`src/rtl/sra_pkg.sv`:
```
// Package: default sizing shared by the slot rename allocator modules.
// Assumes SLOT_COUNT is a power of two so pointer wrap is a plain overflow.
package sra_pkg;
    localparam int DEF_NUM_DEPS   = 8;
    localparam int DEF_SLOT_COUNT = 32;
endpackage

```
`src/rtl/sra_row.sv`:
```
// Module: sra_row
// Holds the allocation pointer and outstanding count of one dependence row.
// Assumes: no allocation in a flush cycle (the grant logic guarantees it),
// and releases plus flush counts never exceed what is outstanding.
module sra_row #(
    parameter int SLOT_COUNT = sra_pkg::DEF_SLOT_COUNT,
    localparam int SW = $clog2(SLOT_COUNT),
    localparam int CW = SW + 1
) (
    input  logic          clk,
    input  logic          rst_n,
    input  logic          alloc_i,
    input  logic          free_i,
    input  logic          flush_i,
    input  logic [CW-1:0] flush_cnt_i,
    output logic [SW-1:0] ptr_o,
    output logic [CW-1:0] cnt_o
);
    logic [SW-1:0] ptr_q, ptr_nxt;
    logic [CW-1:0] cnt_q, cnt_nxt;
    logic [SW-1:0] rewind;
    logic [CW-1:0] drop;

    // Next pointer and count from allocation, release and flush together.
    always_comb begin
        rewind  = flush_i ? flush_cnt_i[SW-1:0] : '0;
        drop    = flush_i ? flush_cnt_i : '0;
        ptr_nxt = ptr_q + SW'(alloc_i) - rewind;
        cnt_nxt = cnt_q + CW'(alloc_i) - CW'(free_i) - drop;
    end

    // Row state register with synchronous reset to zero.
    always_ff @(posedge clk) begin
        if (!rst_n) begin
            ptr_q <= '0;
            cnt_q <= '0;
        end else begin
            ptr_q <= ptr_nxt;
            cnt_q <= cnt_nxt;
        end
    end

    assign ptr_o = ptr_q;
    assign cnt_o = cnt_q;

    // a row never holds more than SLOT_COUNT outstanding slots.
    p_cnt_bound_r4: assert property (@(posedge clk) disable iff (!rst_n)
        cnt_o <= CW'(SLOT_COUNT));

    // a grant advances this row's pointer by exactly one.
    p_ptr_step_r2: assert property (@(posedge clk) disable iff (!rst_n)
        alloc_i |=> ptr_o == $past(ptr_o) + SW'(1));

    // untouched rows keep their pointer.
    p_ptr_hold_r3: assert property (@(posedge clk) disable iff (!rst_n)
        (!alloc_i && !flush_i) |=> $stable(ptr_o));

    // a flush moves the pointer back by its count.
    p_flush_rewind_r7: assert property (@(posedge clk) disable iff (!rst_n)
        flush_i |=> ptr_o == $past(ptr_o) - $past(flush_cnt_i[SW-1:0]));

    // releases and flushes only return slots that are outstanding.
    p_return_legal_r5: assert property (@(posedge clk) disable iff (!rst_n)
        (free_i || flush_i) |->
            ({1'b0, drop} + (CW+1)'(free_i)) <= ({1'b0, cnt_o} + (CW+1)'(alloc_i)));
endmodule

```
`src/rtl/sra_grant.sv`:
```
// Module: sra_grant
// Decides grant or stall for the current request and selects its slot.
// Assumes the flat vectors carry row i at bit offset i*SW / i*CW.
module sra_grant #(
    parameter int NUM_DEPS   = sra_pkg::DEF_NUM_DEPS,
    parameter int SLOT_COUNT = sra_pkg::DEF_SLOT_COUNT,
    localparam int DW = $clog2(NUM_DEPS),
    localparam int SW = $clog2(SLOT_COUNT),
    localparam int CW = SW + 1
) (
    input  logic                   clk,
    input  logic                   rst_n,
    input  logic                   req_i,
    input  logic [DW-1:0]          dep_i,
    input  logic                   rel_i,
    input  logic [DW-1:0]          rel_dep_i,
    input  logic                   flush_i,
    input  logic [NUM_DEPS*SW-1:0] ptr_flat_i,
    input  logic [NUM_DEPS*CW-1:0] cnt_flat_i,
    output logic                   grant_o,
    output logic                   stall_o,
    output logic [SW-1:0]          slot_o
);
    logic [CW-1:0] cnt_sel;
    logic          row_full;
    logic          same_row_rel;

    // Room check: a full row is usable only if it releases a slot now.
    always_comb begin
        cnt_sel      = cnt_flat_i[dep_i*CW +: CW];
        row_full     = (cnt_sel == CW'(SLOT_COUNT));
        same_row_rel = rel_i && (rel_dep_i == dep_i);
        grant_o      = req_i && !flush_i && (!row_full || same_row_rel);
        stall_o      = req_i && !grant_o;
        slot_o       = ptr_flat_i[dep_i*SW +: SW];
    end

    // an idle cycle produces neither grant nor stall.
    p_idle_quiet_r9: assert property (@(posedge clk) disable iff (!rst_n)
        !req_i |-> (!grant_o && !stall_o));

    // flush cycles grant nothing.
    p_flush_blocks_r8: assert property (@(posedge clk) disable iff (!rst_n)
        flush_i |-> !grant_o);
endmodule

```
`src/rtl/slot_rename_alloc.sv`:
```
// Module: slot_rename_alloc (top)
// Per-side rename allocator: maps each in-order request of a dependence
// number to the next slot of that number's row, stalls when the row is
// exhausted, reclaims on release and rewinds on flush.
// Assumes in-order requests, legal release/flush counts, SLOT_COUNT a power
// of two, and a single side allocating per dependence number.
module slot_rename_alloc #(
    parameter int NUM_DEPS   = sra_pkg::DEF_NUM_DEPS,
    parameter int SLOT_COUNT = sra_pkg::DEF_SLOT_COUNT,
    localparam int DW = $clog2(NUM_DEPS),
    localparam int SW = $clog2(SLOT_COUNT),
    localparam int CW = SW + 1
) (
    input  logic          clk,
    input  logic          rst_n,
    input  logic          alloc_req,
    input  logic [DW-1:0] alloc_dep,
    input  logic          rel_valid,
    input  logic [DW-1:0] rel_dep,
    input  logic          fl_valid,
    input  logic [DW-1:0] fl_dep,
    input  logic [CW-1:0] fl_count,
    output logic          alloc_grant,
    output logic          alloc_stall,
    output logic [SW-1:0] alloc_slot
);
    logic [NUM_DEPS*SW-1:0] ptr_flat;
    logic [NUM_DEPS*CW-1:0] cnt_flat;

    // Grant decision and slot selection for the current request.
    sra_grant #(.NUM_DEPS(NUM_DEPS), .SLOT_COUNT(SLOT_COUNT)) u_grant (
        .clk        (clk),
        .rst_n      (rst_n),
        .req_i      (alloc_req),
        .dep_i      (alloc_dep),
        .rel_i      (rel_valid),
        .rel_dep_i  (rel_dep),
        .flush_i    (fl_valid),
        .ptr_flat_i (ptr_flat),
        .cnt_flat_i (cnt_flat),
        .grant_o    (alloc_grant),
        .stall_o    (alloc_stall),
        .slot_o     (alloc_slot)
    );

    // One state row per dependence number, with its own event decode.
    for (genvar d = 0; d < NUM_DEPS; d++) begin : g_row
        logic row_alloc, row_free, row_flush;

        // Steer the shared event inputs to this row.
        always_comb begin
            row_alloc = alloc_grant && (alloc_dep == DW'(d));
            row_free  = rel_valid   && (rel_dep   == DW'(d));
            row_flush = fl_valid    && (fl_dep    == DW'(d));
        end

        sra_row #(.SLOT_COUNT(SLOT_COUNT)) u_row (
            .clk         (clk),
            .rst_n       (rst_n),
            .alloc_i     (row_alloc),
            .free_i      (row_free),
            .flush_i     (row_flush),
            .flush_cnt_i (fl_count),
            .ptr_o       (ptr_flat[d*SW +: SW]),
            .cnt_o       (cnt_flat[d*CW +: CW])
        );
    end

    // a request always resolves to exactly one outcome.
    p_one_outcome_r9: assert property (@(posedge clk) disable iff (!rst_n)
        alloc_req |-> $countones({alloc_grant, alloc_stall}) == 1);
endmodule

```
`config.mk`:
```
export PLATFORM = sky130hd
export DESIGN_NAME = slot_rename_alloc
export DESIGN_NICKNAME = d
export VERILOG_FILES = /design/src/rtl/sra_pkg.sv /design/src/rtl/sra_row.sv /design/src/rtl/sra_grant.sv /design/src/rtl/slot_rename_alloc.sv
export SDC_FILE = /design/constraint.sdc
export NUM_CORES = 1
export LEC_CHECK = 0
export ABC_AREA = 1
export BUFFER_PORTS_ARGS = -buffer_cell sky130_fd_sc_hd__buf_4
export CAP_MARGIN = 20
export CORE_MARGIN = 1
export CORE_UTILIZATION = 45
export CTS_CLUSTER_DIAMETER = 50
export CTS_CLUSTER_SIZE = 25
export DETAILED_ROUTE_END_ITERATION = 16
export GPL_TIMING_DRIVEN = 0
export PLACE_DENSITY = 0.6
export SLEW_MARGIN = 20
export SYNTH_ARGS = -nofsm -noshare
export SYNTH_HDL_FRONTEND = slang
export SYNTH_SLANG_ARGS = --single-unit
export TNS_END_PERCENT = 50
```
`constraint.sdc`:
```
create_clock -name clk -period 4.3 [get_ports clk]
set_clock_uncertainty 0.05 [all_clocks]
set_input_delay 0.43 -clock clk [delete_from_list [all_inputs] [get_ports clk]]
set_output_delay 0.43 -clock clk [all_outputs]
set_load 0.01 [all_outputs]
```
==> reports/qor.yml, run 1 <==
clock_network:
  cts_resized: 0
  post_cts_buffers: 0
  numCtsBuffers: 9
  cts.sinks: 88
  cts_hold_buf: 0
  clk_transition_reported_paths_ps: 70
  cts_buffer_depth: 2
  cts_tree: "yes"
  cts_max_level: 3
  clk_latency_ps: 360
  cts_root_buf: "clkbuf_16"
sta:
  whs_ps: 353
  slew_headroom_pct: 34.0
  worst_slack_ps: 572
  tightest_slew_ps: 990
  fin_crit_sh_pct: 86.7
  slew_violations: 0
  rsz0062_at_grt: "no"
  finalSetupTns_ps: 0
  finalSetupViolations: 0
  period_minus_slack_ps: 3730
  finalHoldViolCount: 0
  timing.fmax_ghz: 0.268
cells_and_area:
  final_core_util_pct: 51.1
  fin_nets: 1278
  final_cells: 1307
  areaGrowthSynthToFinish_pct: 9.84
  diodes: 0
  drive_gt1_share_pct: 6.72
  stdcell_area_um2: 8530
global_routing:
  grt_overflow: 0
  grt_pass1_vias: 6080
  grt_usage_pct: 23.4
  antenna_found_initial: 0
  grt_pass1_wl_mm: 31.3
  grt_start_max_net_pins: 15
synth:
  synthMuxAreaShare_pct: 0
  synth_ff_type: "dfxtp_1"
  ys_ff_latch: 88
  avgSynthCellArea_um2: 7.40
  yosysUniqueCellTypes: 36
  synth_top_family_by_area: "adder cells"
  synth_common_cells: "inv_1, ha_1, nand2_1, nor2_1, dfxtp_1"
  synth-seq-area-share_pct: 22.7
  synth_fa_ha_area_share_pct: 31.4
  yosysMostFrequentCell: "inv_1"
  netlist.area_leader.share_pct: 23.2
  synthSimpleGateAreaFrac_pct: 17.0
  yosys.area.top_type: "ha_1"
  syn_nets: 1246
  syn_area_um2: 7770
  synthCells: 1050
  synth-edff-count: 0
  synth_compound_area_share_pct: 9.58
  ys_top_cells_by_area: "ha_1, dfxtp_1, inv_1"
  async_reset_ff_share_pct: 0
  synth_xor_xnor_area_share_pct: 4.96
  yosysWarnings: 0
die:
  die-height_um: 133
  core_area_um2: 16700
  design.die.area_um2: 17800
  fp.dieW_um: 133
  pin_count: 27
  num_rows: 47
  initial_core_util_pct: 46.5
setup_path:
  setup.worst_path.end: "g_row[7].u_row.cnt_o[5]$_SDFF_PN0_"
  ff2ff_path_depth: 21
  cp_top_family: "simple AND/OR/NAND/NOR gates"
  path_class: "in2reg"
  cp-start-kind: "input port"
  cp.depth: 23
  crit_start: "alloc_dep[0]"
  cp-end-kind: "register"
  cp_cell_sequence: "buf_2 -> nand2_1 -> a21oi_1 -> nor2_1 -> nand3_1 -> nand2_1 -> nand2_2 -> nand2_2 -> nor2_1 -> fa_1 -> inv_1 -> fa_1 -> inv_1 -> ha_1 -> fa_1 -> nand2_1 -> inv_1 -> o21ai_0 -> nand2_1 -> nand2_1 -> nand3_1 -> nand2_1 -> nor2_1"
  crit_arrival_ps: 3930
  crit_buf_inv: 4
  crit_slowest_cell: "fa_1"
  path_max_fanout: 10
  r2r_end: "g_row[5].u_row.cnt_o[5]$_SDFF_PN0_"
  cp_data_required_time_ps: 4510
  crit_path_max_incr_delay_ps: 470
  r2r_start: "g_row[2].u_row.cnt_o[1]$_SDFF_PN0_"
  reg2reg_slack_ps: 660
  crit_path_frequent_cell: "nand2_1"
placed_design:
  dpl_worst_slack_ps: 220
  placed_cells: 1291
  gp_congestion: 0.891
  place_area_um2: 8200
  portBuffers: 21
  dpl.hpwl_mm: 15.4
drt:
  firstDrtPassIters: 5
  drtAntennaViolNets: 0
  post_drt_via_cell_ratio: 4.82
  drc: 0
  wl_mm: 19.2
  drtIter0Drc: 325
  via_count: 6300
  wire_per_inst_um: 14.7
outcome:
  status: "finished clean"
worst_hold_path:
  hold_path.class: "in2reg"
power:
  leakagePower_nw: 4.74
  fin_total_pwr_mw: 3.69
  powerDensity_nw_per_um2: 432
  ir_drop_mv: 0.194
flow_run:
  drv_cap: 0
-- worst min-delay path, stage by stage --
cell and delay (ps):
buf_4 120, inv_1 80, nor2_1 100
-- registers in the layout (all words and copies together), names as in the netlist --
name and flops:
g_row.u_row.cnt_o 48, g_row.u_row.ptr_o 40
-- cell type report --
cell class                      instances  area [um^2]
Tap cell                              220          275
Clock inverter                          5         78.8
Clock buffer                           11          253
Multi-Input combinational cell        668         4890
Timing Repair Buffer                   21          158
Buffer                                 18         78.8
Inverter                              276         1040
Sequential cell                        88         1760
Fill cell                            1668         8170
-- worst min-delay path by stage --
stage	from	to	slack [ps]	cells past startpoint
global placement	g_row[0].u_row.cnt_o[0]$_SDFF_PN0_	g_row[0].u_row.cnt_o[0]$_SDFF_PN0_	500	3
floorplan	g_row[6].u_row.cnt_o[0]$_SDFF_PN0_	g_row[6].u_row.cnt_o[0]$_SDFF_PN0_	490	3
global route	rst_n	g_row[6].u_row.ptr_o[4]$_SDFF_PN0_	370	3
detailed placement	g_row[2].u_row.cnt_o[0]$_SDFF_PN0_	g_row[2].u_row.cnt_o[0]$_SDFF_PN0_	500	3
CTS	rst_n	g_row[6].u_row.ptr_o[4]$_SDFF_PN0_	350	3
finish	rst_n	g_row[6].u_row.ptr_o[4]$_SDFF_PN0_	350	3
-- layer usage --
metal | global-route usage, % | share of wire, %
met5 | 0 | 0
met4 | 8.96 | 3.1
met3 | 4.15 | 4.3
met1 | 30.6 | 47
met2 | 38.3 | 46
-- cell families after synthesis --
family                   count (synthesis)
buffers and inverters                  294
flip-flops                              88
AO/OA/AOI/OAI                          134
AND/OR/NAND/NOR                        314
XOR/XNOR                                44
adder cells (fa/ha/maj)                176
-- placed cells by master (no fill, tap or decap), types with 11 or more instances in the layout --
cell      synthesis  layout
a31oi_1          13      13
ha_1            144     144
inv_1           267     267
fa_1             32      32
nor2_1          122     122
buf_4             1      22
xor2_1           30      30
nand3_1          25      25
xnor2_1          14      14
dfxtp_1          88      88
o21ai_0          35      35
a21oi_1          62      62
clkbuf_1         11      11
nand2_1         136     136
-- where the power goes --
group          internal [mW]  total [mW]  switching [mW]
Clock                  0.540       0.888           0.348
Sequential              1.00        1.12           0.120
Combinational          0.690        1.68           0.989
Note: power is estimated with default switching activity, not from simulation.
==> run 2: changes to the inputs <==
- CORE_UTILIZATION: 45 -> 44
- GPL_ROUTABILITY_DRIVEN: unset -> 0
- PLACE_DENSITY: 0.6 -> 0.59
==> run 2 against run 1 <==
First-iteration DRC count increased by 6.8%. Cell count increased by 0.38%. Sequential share of layout area about the same. Largest power group unchanged.
==> reports/qor.yml, run 2 (synthesized netlist as in run 1, its figures left out) <==
outcome:
  status: "finished clean"
cells_and_area:
  layout_commonest_cell: "inv_1"
  nFillCells: 1738
  stdcell_area_um2: 8540
  ff_latch_area_um2: 1760
  final_cells: 1312
  multi_input_area_um2: 4890
  final_cell_mix: "inv_1, ha_1, nand2_1, nor2_1, dfxtp_1"
  regMostFlops: "g_row.u_row.cnt_o"
  drive_gt1_share_pct: 6.72
  diodes: 0
  final_core_util_pct: 49.4
  largest_reg_flops: 48
  areaGrowthSynthToFinish_pct: 9.92
  fin_nets: 1278
setup_path:
  crit_slowest_cell: "fa_1"
  r2r_start: "g_row[4].u_row.cnt_o[3]$_SDFF_PN0_"
  path_class: "in2reg"
  cp_data_required_time_ps: 4500
  cp_cell_sequence: "buf_2 -> nor2_2 -> a21oi_1 -> nand2_1 -> nor2_1 -> nand3_1 -> nand2_1 -> nand2_2 -> nand2_2 -> nor2_1 -> fa_1 -> inv_1 -> fa_1 -> inv_1 -> ha_1 -> fa_1 -> nand2_1 -> inv_1 -> o21ai_0 -> nand2_1 -> nand2_1 -> nand3_1 -> nand2_1 -> nor2_1"
  setup.worst_path.end: "g_row[7].u_row.cnt_o[5]$_SDFF_PN0_"
  reg2reg_slack_ps: 620
  crit_start: "alloc_dep[0]"
  crit_buf_inv: 4
  cp-start-kind: "input port"
  crit_path_max_incr_delay_ps: 470
  cp.depth: 24
  cp_top_family: "simple AND/OR/NAND/NOR gates"
  crit_path_frequent_cell: "nand2_1"
  crit_arrival_ps: 3960
  cp-end-kind: "register"
  path_max_fanout: 10
  r2r_end: "g_row[2].u_row.cnt_o[5]$_SDFF_PN0_"
  ff2ff_path_depth: 18
worst_hold_path:
  hold_path.class: "in2reg"
  hold_depth: 3
global_routing:
  antenna_found_initial: 0
  grt_pass1_wl_mm: 29.9
  grt_start_max_net_pins: 16
  grt_usage_pct: 22.3
  grt_overflow: 0
  grt_pass1_vias: 5750
die:
  core_area_um2: 17300
  fp.dieW_um: 135
  initial_core_util_pct: 44.9
  pin_count: 27
  design.die.area_um2: 18200
  die-height_um: 135
  num_rows: 48
clock_network:
  cts_max_level: 3
  cts_root_buf: "clkbuf_16"
  cts_tree: "yes"
  clk_latency_ps: 360
  cts_buffer_depth: 2
  cts.sinks: 88
  numCtsBuffers: 9
  cts_hold_buf: 0
  clk_transition_reported_paths_ps: 60
  cts_resized: 0
  post_cts_buffers: 0
drt:
  post_drt_via_cell_ratio: 4.77
  drc: 0
  wire_per_inst_um: 14.5
  firstDrtPassIters: 5
  wl_mm: 19.1
  via_count: 6257
  drtIter0Drc: 347
  drtAntennaViolNets: 0
sta:
  whs_ps: 376
  rsz0062_at_grt: "no"
  finalSetupTns_ps: 0
  finalHoldViolCount: 0
  finalSetupViolations: 0
  tightest_slew_ps: 891
  timing.fmax_ghz: 0.266
  slew_violations: 0
  slew_headroom_pct: 40.6
  period_minus_slack_ps: 3760
  fin_crit_sh_pct: 87.4
power:
  netSwitchingPower_mw: 1.45
  p_comb_share_pct: 45.1
  ir_drop_mv: 0.215
  powerDensity_nw_per_um2: 430
  pwr-share-seq_pct: 30.6
  leakagePower_nw: 4.73
  internal-power_mw: 2.22
  clkPwrFrac_pct: 24.3
  swShare_pct: 39.6
placed_design:
  portBuffers: 21
  placed_cells: 1296
  dpl.hpwl_mm: 15.3
  place_area_um2: 8210
flow_run:
  drv_cap: 0
## run 2: cell type report
type                            instances  share of cell area [%]
Timing Repair Buffer                   21                    1.85
Multi-Input combinational cell        668                    57.3
Inverter                              276                    12.1
Clock inverter                          6                    1.08
Tap cell                              225                    3.30
Clock buffer                           10                    2.80
Buffer                                 18                   0.923
Sequential cell                        88                    20.6
## run 2: worst min path at each step
stage | start | end | slack [ps]
after floorplan | g_row[6].u_row.cnt_o[0]$_SDFF_PN0_ | g_row[6].u_row.cnt_o[0]$_SDFF_PN0_ | 490
after global placement | g_row[3].u_row.cnt_o[0]$_SDFF_PN0_ | g_row[3].u_row.cnt_o[0]$_SDFF_PN0_ | 500
after detailed placement | g_row[0].u_row.cnt_o[0]$_SDFF_PN0_ | g_row[0].u_row.cnt_o[0]$_SDFF_PN0_ | 500
after CTS | rst_n | g_row[6].u_row.ptr_o[4]$_SDFF_PN0_ | 370
after global routing | rst_n | g_row[6].u_row.ptr_o[4]$_SDFF_PN0_ | 410
final | rst_n | g_row[6].u_row.ptr_o[4]$_SDFF_PN0_ | 380
## run 2: worst reg2reg max path: stages, from the launching register on
cell and delay [ps]:
dfxtp_1 310, nor2_1 140, nand2_1 100, nand2_1 70
nand2_1 90, nor2_1 100, nand3_1 110, nand2_1 90
nand2_2 90, nand2_2 160, nor2_1 110, fa_1 400
fa_1 450, ha_1 240, fa_1 420, a31oi_1 320
nand2_1 120, a21oi_1 150, nor2_1 60
## run 2: power groups by stage
| stage | Sequential [mW] | Combinational [mW] | Clock [mW] |
|---|---|---|---|
| 4_1_cts | 1.12 | 1.67 | 0.914 |
| 5_1_grt | 1.14 | 1.95 | 0.941 |
| 2_1_floorplan | 1.09 | 1.34 | 0 |
| 3_5_place_dp | 1.14 | 1.66 | 0 |
| 6_report | 1.12 | 1.66 | 0.891 |
| 3_3_place_gp | 1.14 | 1.63 | 0 |
## run 2: through the flow
step,power (mW),setup WS (ps)
3_5_place_dp,2.80,158
2_1_floorplan,2.42,813
6_report,3.67,543
3_3_place_gp,2.77,203
4_1_cts,3.71,536
5_1_grt,4.04,254
## run 2: metal layers
metal / track usage (%) / vias up / wire, um
met5: 0 / - / 0
met4: 8.30 / 0 / 449
met3: 2.67 / 23 / 659
met2: 36.0 / 97 / 8670
met1: 30.4 / 2832 / 9300
li1: - / 3305 / -
==> run 3: changes to the inputs <==
- CORE_MARGIN: 1 -> 3
==> run 3 against run 2 <==
Critical endpoint unchanged. Cell count is 0.30% lower. Critical path type unchanged. Flip-flop and latch count stayed put. Critical path depth stayed put. Routed wire length is 3.7% higher. Sequential share of layout area hardly changed. Utilization is 0.98 points higher. Design area is 0.15% lower. Largest cell class unchanged. Clock-buffer cell count is 1 higher.
==> reports/qor.yml, run 3 (synthesized netlist as in run 1, its figures left out) <==
outcome:
  status: "finished clean"
power:
  ir_drop_mv: 0.221
  leakagePower_nw: 4.73
  p_comb_share_pct: 45.2
  pwr-share-seq_pct: 30.8
  netSwitchingPower_mw: 1.46
  clkPwrFrac_pct: 23.9
  powerDensity_nw_per_um2: 430
  swShare_pct: 39.7
  internal-power_mw: 2.21
die:
  core_area_um2: 16900
  fp.dieW_um: 139
  num_rows: 47
  pin_count: 27
  design.die.area_um2: 19300
  initial_core_util_pct: 45.9
  die-height_um: 139
drt:
  via_count: 6397
  post_drt_via_cell_ratio: 4.89
  wl_mm: 19.8
  drc: 0
  wire_per_inst_um: 15.1
  drtIter0Drc: 408
  drtAntennaViolNets: 0
  firstDrtPassIters: 5
sta:
  whs_ps: 385
  rsz0062_at_grt: "no"
  timing.fmax_ghz: 0.261
  finalSetupTns_ps: 0
  fin_crit_sh_pct: 89.2
  period_minus_slack_ps: 3830
  finalSetupViolations: 0
  slew_headroom_pct: 42.0
  tightest_slew_ps: 870
  slew_violations: 0
  finalHoldViolCount: 0
setup_path:
  r2r_end: "g_row[7].u_row.cnt_o[5]$_SDFF_PN0_"
  path_max_fanout: 10
  cp-start-kind: "input port"
  path_class: "in2reg"
  ff2ff_path_depth: 24
  cp_data_required_time_ps: 4500
  setup.worst_path.end: "g_row[7].u_row.cnt_o[5]$_SDFF_PN0_"
  reg2reg_slack_ps: 490
  crit_arrival_ps: 4040
  cp-end-kind: "register"
  r2r_start: "g_row[4].u_row.cnt_o[3]$_SDFF_PN0_"
  crit_start: "alloc_dep[0]"
cells_and_area:
  nFillCells: 1756
  fin_nets: 1278
  final_core_util_pct: 50.4
  largest_reg_flops: 48
  drive_gt1_share_pct: 6.62
  areaGrowthSynthToFinish_pct: 9.76
  final_cell_mix: "inv_1, ha_1, nand2_1, nor2_1, dfxtp_1"
  regMostFlops: "g_row.u_row.cnt_o"
  layout_commonest_cell: "inv_1"
global_routing:
  grt_pass1_wl_mm: 31.4
  antenna_found_initial: 1
  grt_usage_pct: 21.0
  grt_overflow: 0
  grt_pass1_vias: 6006
  grt_start_max_net_pins: 15
clock_network:
  cts_tree: "yes"
  cts_hold_buf: 0
  clk_latency_ps: 350
  post_cts_buffers: 0
  cts_max_level: 3
  clk_transition_reported_paths_ps: 70
  cts_resized: 0
  cts_root_buf: "clkbuf_16"
  numCtsBuffers: 9
  cts.sinks: 88
  cts_buffer_depth: 2
flow_run:
  drv_cap: 0
placed_design:
  portBuffers: 21
  dpl.hpwl_mm: 16.0
worst_hold_path:
  hold_path.class: "in2reg"
## run 3: critical path, cell delays in order
cell     delay (ps)
buf_2           170
nor2_2          290
a21oi_1         150
nand2_1          90
nor2_1           40
nand3_1          60
nand2_1          60
nand2_2         170
nand2_2         180
nor2_1          290
fa_1            220
inv_1            50
fa_1            480
inv_1            40
ha_1            220
fa_1            380
nand2_1          80
inv_1            40
o21ai_0         230
nand2_1          80
nand2_1          90
nand3_1          70
nand2_1          60
nor2_1           50
## run 3: power by group through the flow
stage / Sequential [mW] / Clock [mW] / Combinational [mW]
after global routing: 1.15 / 0.930 / 1.95
after CTS: 1.13 / 0.899 / 1.67
after global placement: 1.15 / 0 / 1.63
final: 1.13 / 0.879 / 1.66
after detailed placement: 1.15 / 0 / 1.66
after floorplan: 1.09 / 0 / 1.34
## run 3: worst min path at each step
stage | startpoint | endpoint | slack [ps] | cells after the start
after floorplan | g_row[6].u_row.cnt_o[0]$_SDFF_PN0_ | g_row[6].u_row.cnt_o[0]$_SDFF_PN0_ | 490 | 3
after global placement | g_row[5].u_row.cnt_o[0]$_SDFF_PN0_ | g_row[5].u_row.cnt_o[0]$_SDFF_PN0_ | 490 | 3
after detailed placement | g_row[1].u_row.cnt_o[0]$_SDFF_PN0_ | g_row[1].u_row.cnt_o[0]$_SDFF_PN0_ | 510 | 3
after CTS | rst_n | g_row[7].u_row.ptr_o[4]$_SDFF_PN0_ | 380 | 3
after global routing | rst_n | g_row[6].u_row.ptr_o[4]$_SDFF_PN0_ | 420 | 3
final | rst_n | g_row[7].u_row.ptr_o[4]$_SDFF_PN0_ | 390 | 3
## run 3: through the flow
step	instance area, um^2	worst slack [ps]	instances	total power, mW
2_1_floorplan	7770	813	1050	2.42
3_3_place_gp	8200	172	1291	2.78
3_5_place_dp	8200	121	1291	2.81
4_1_cts	8530	512	1307	3.70
5_1_grt	8530	201	1307	4.03
6_report	8530	466	1308	3.67
## run 3: cell type report
type | instances | area (um^2) | area share (%)
antenna | 1 | 2.50 | 0.0293
buffer | 18 | 78.8 | 0.924
clock buffer | 11 | 243 | 2.85
clock inverter | 5 | 80.1 | 0.939
inverter | 276 | 1040 | 12.1
multi-input combinational | 668 | 4890 | 57.4
sequential | 88 | 1760 | 20.7
tap | 220 | 275 | 3.23
timing repair buffer | 21 | 158 | 1.85
## run 3: per-layer routing
layer / share of wire [%] / vias up / track usage [%]
met5: 0 / - / 0
met4: 2.8 / 0 / 6.80
met3: 6.5 / 28 / 4.76
met2: 45 / 149 / 33.9
met1: 45 / 2908 / 28.1
li1: - / 3312 / -
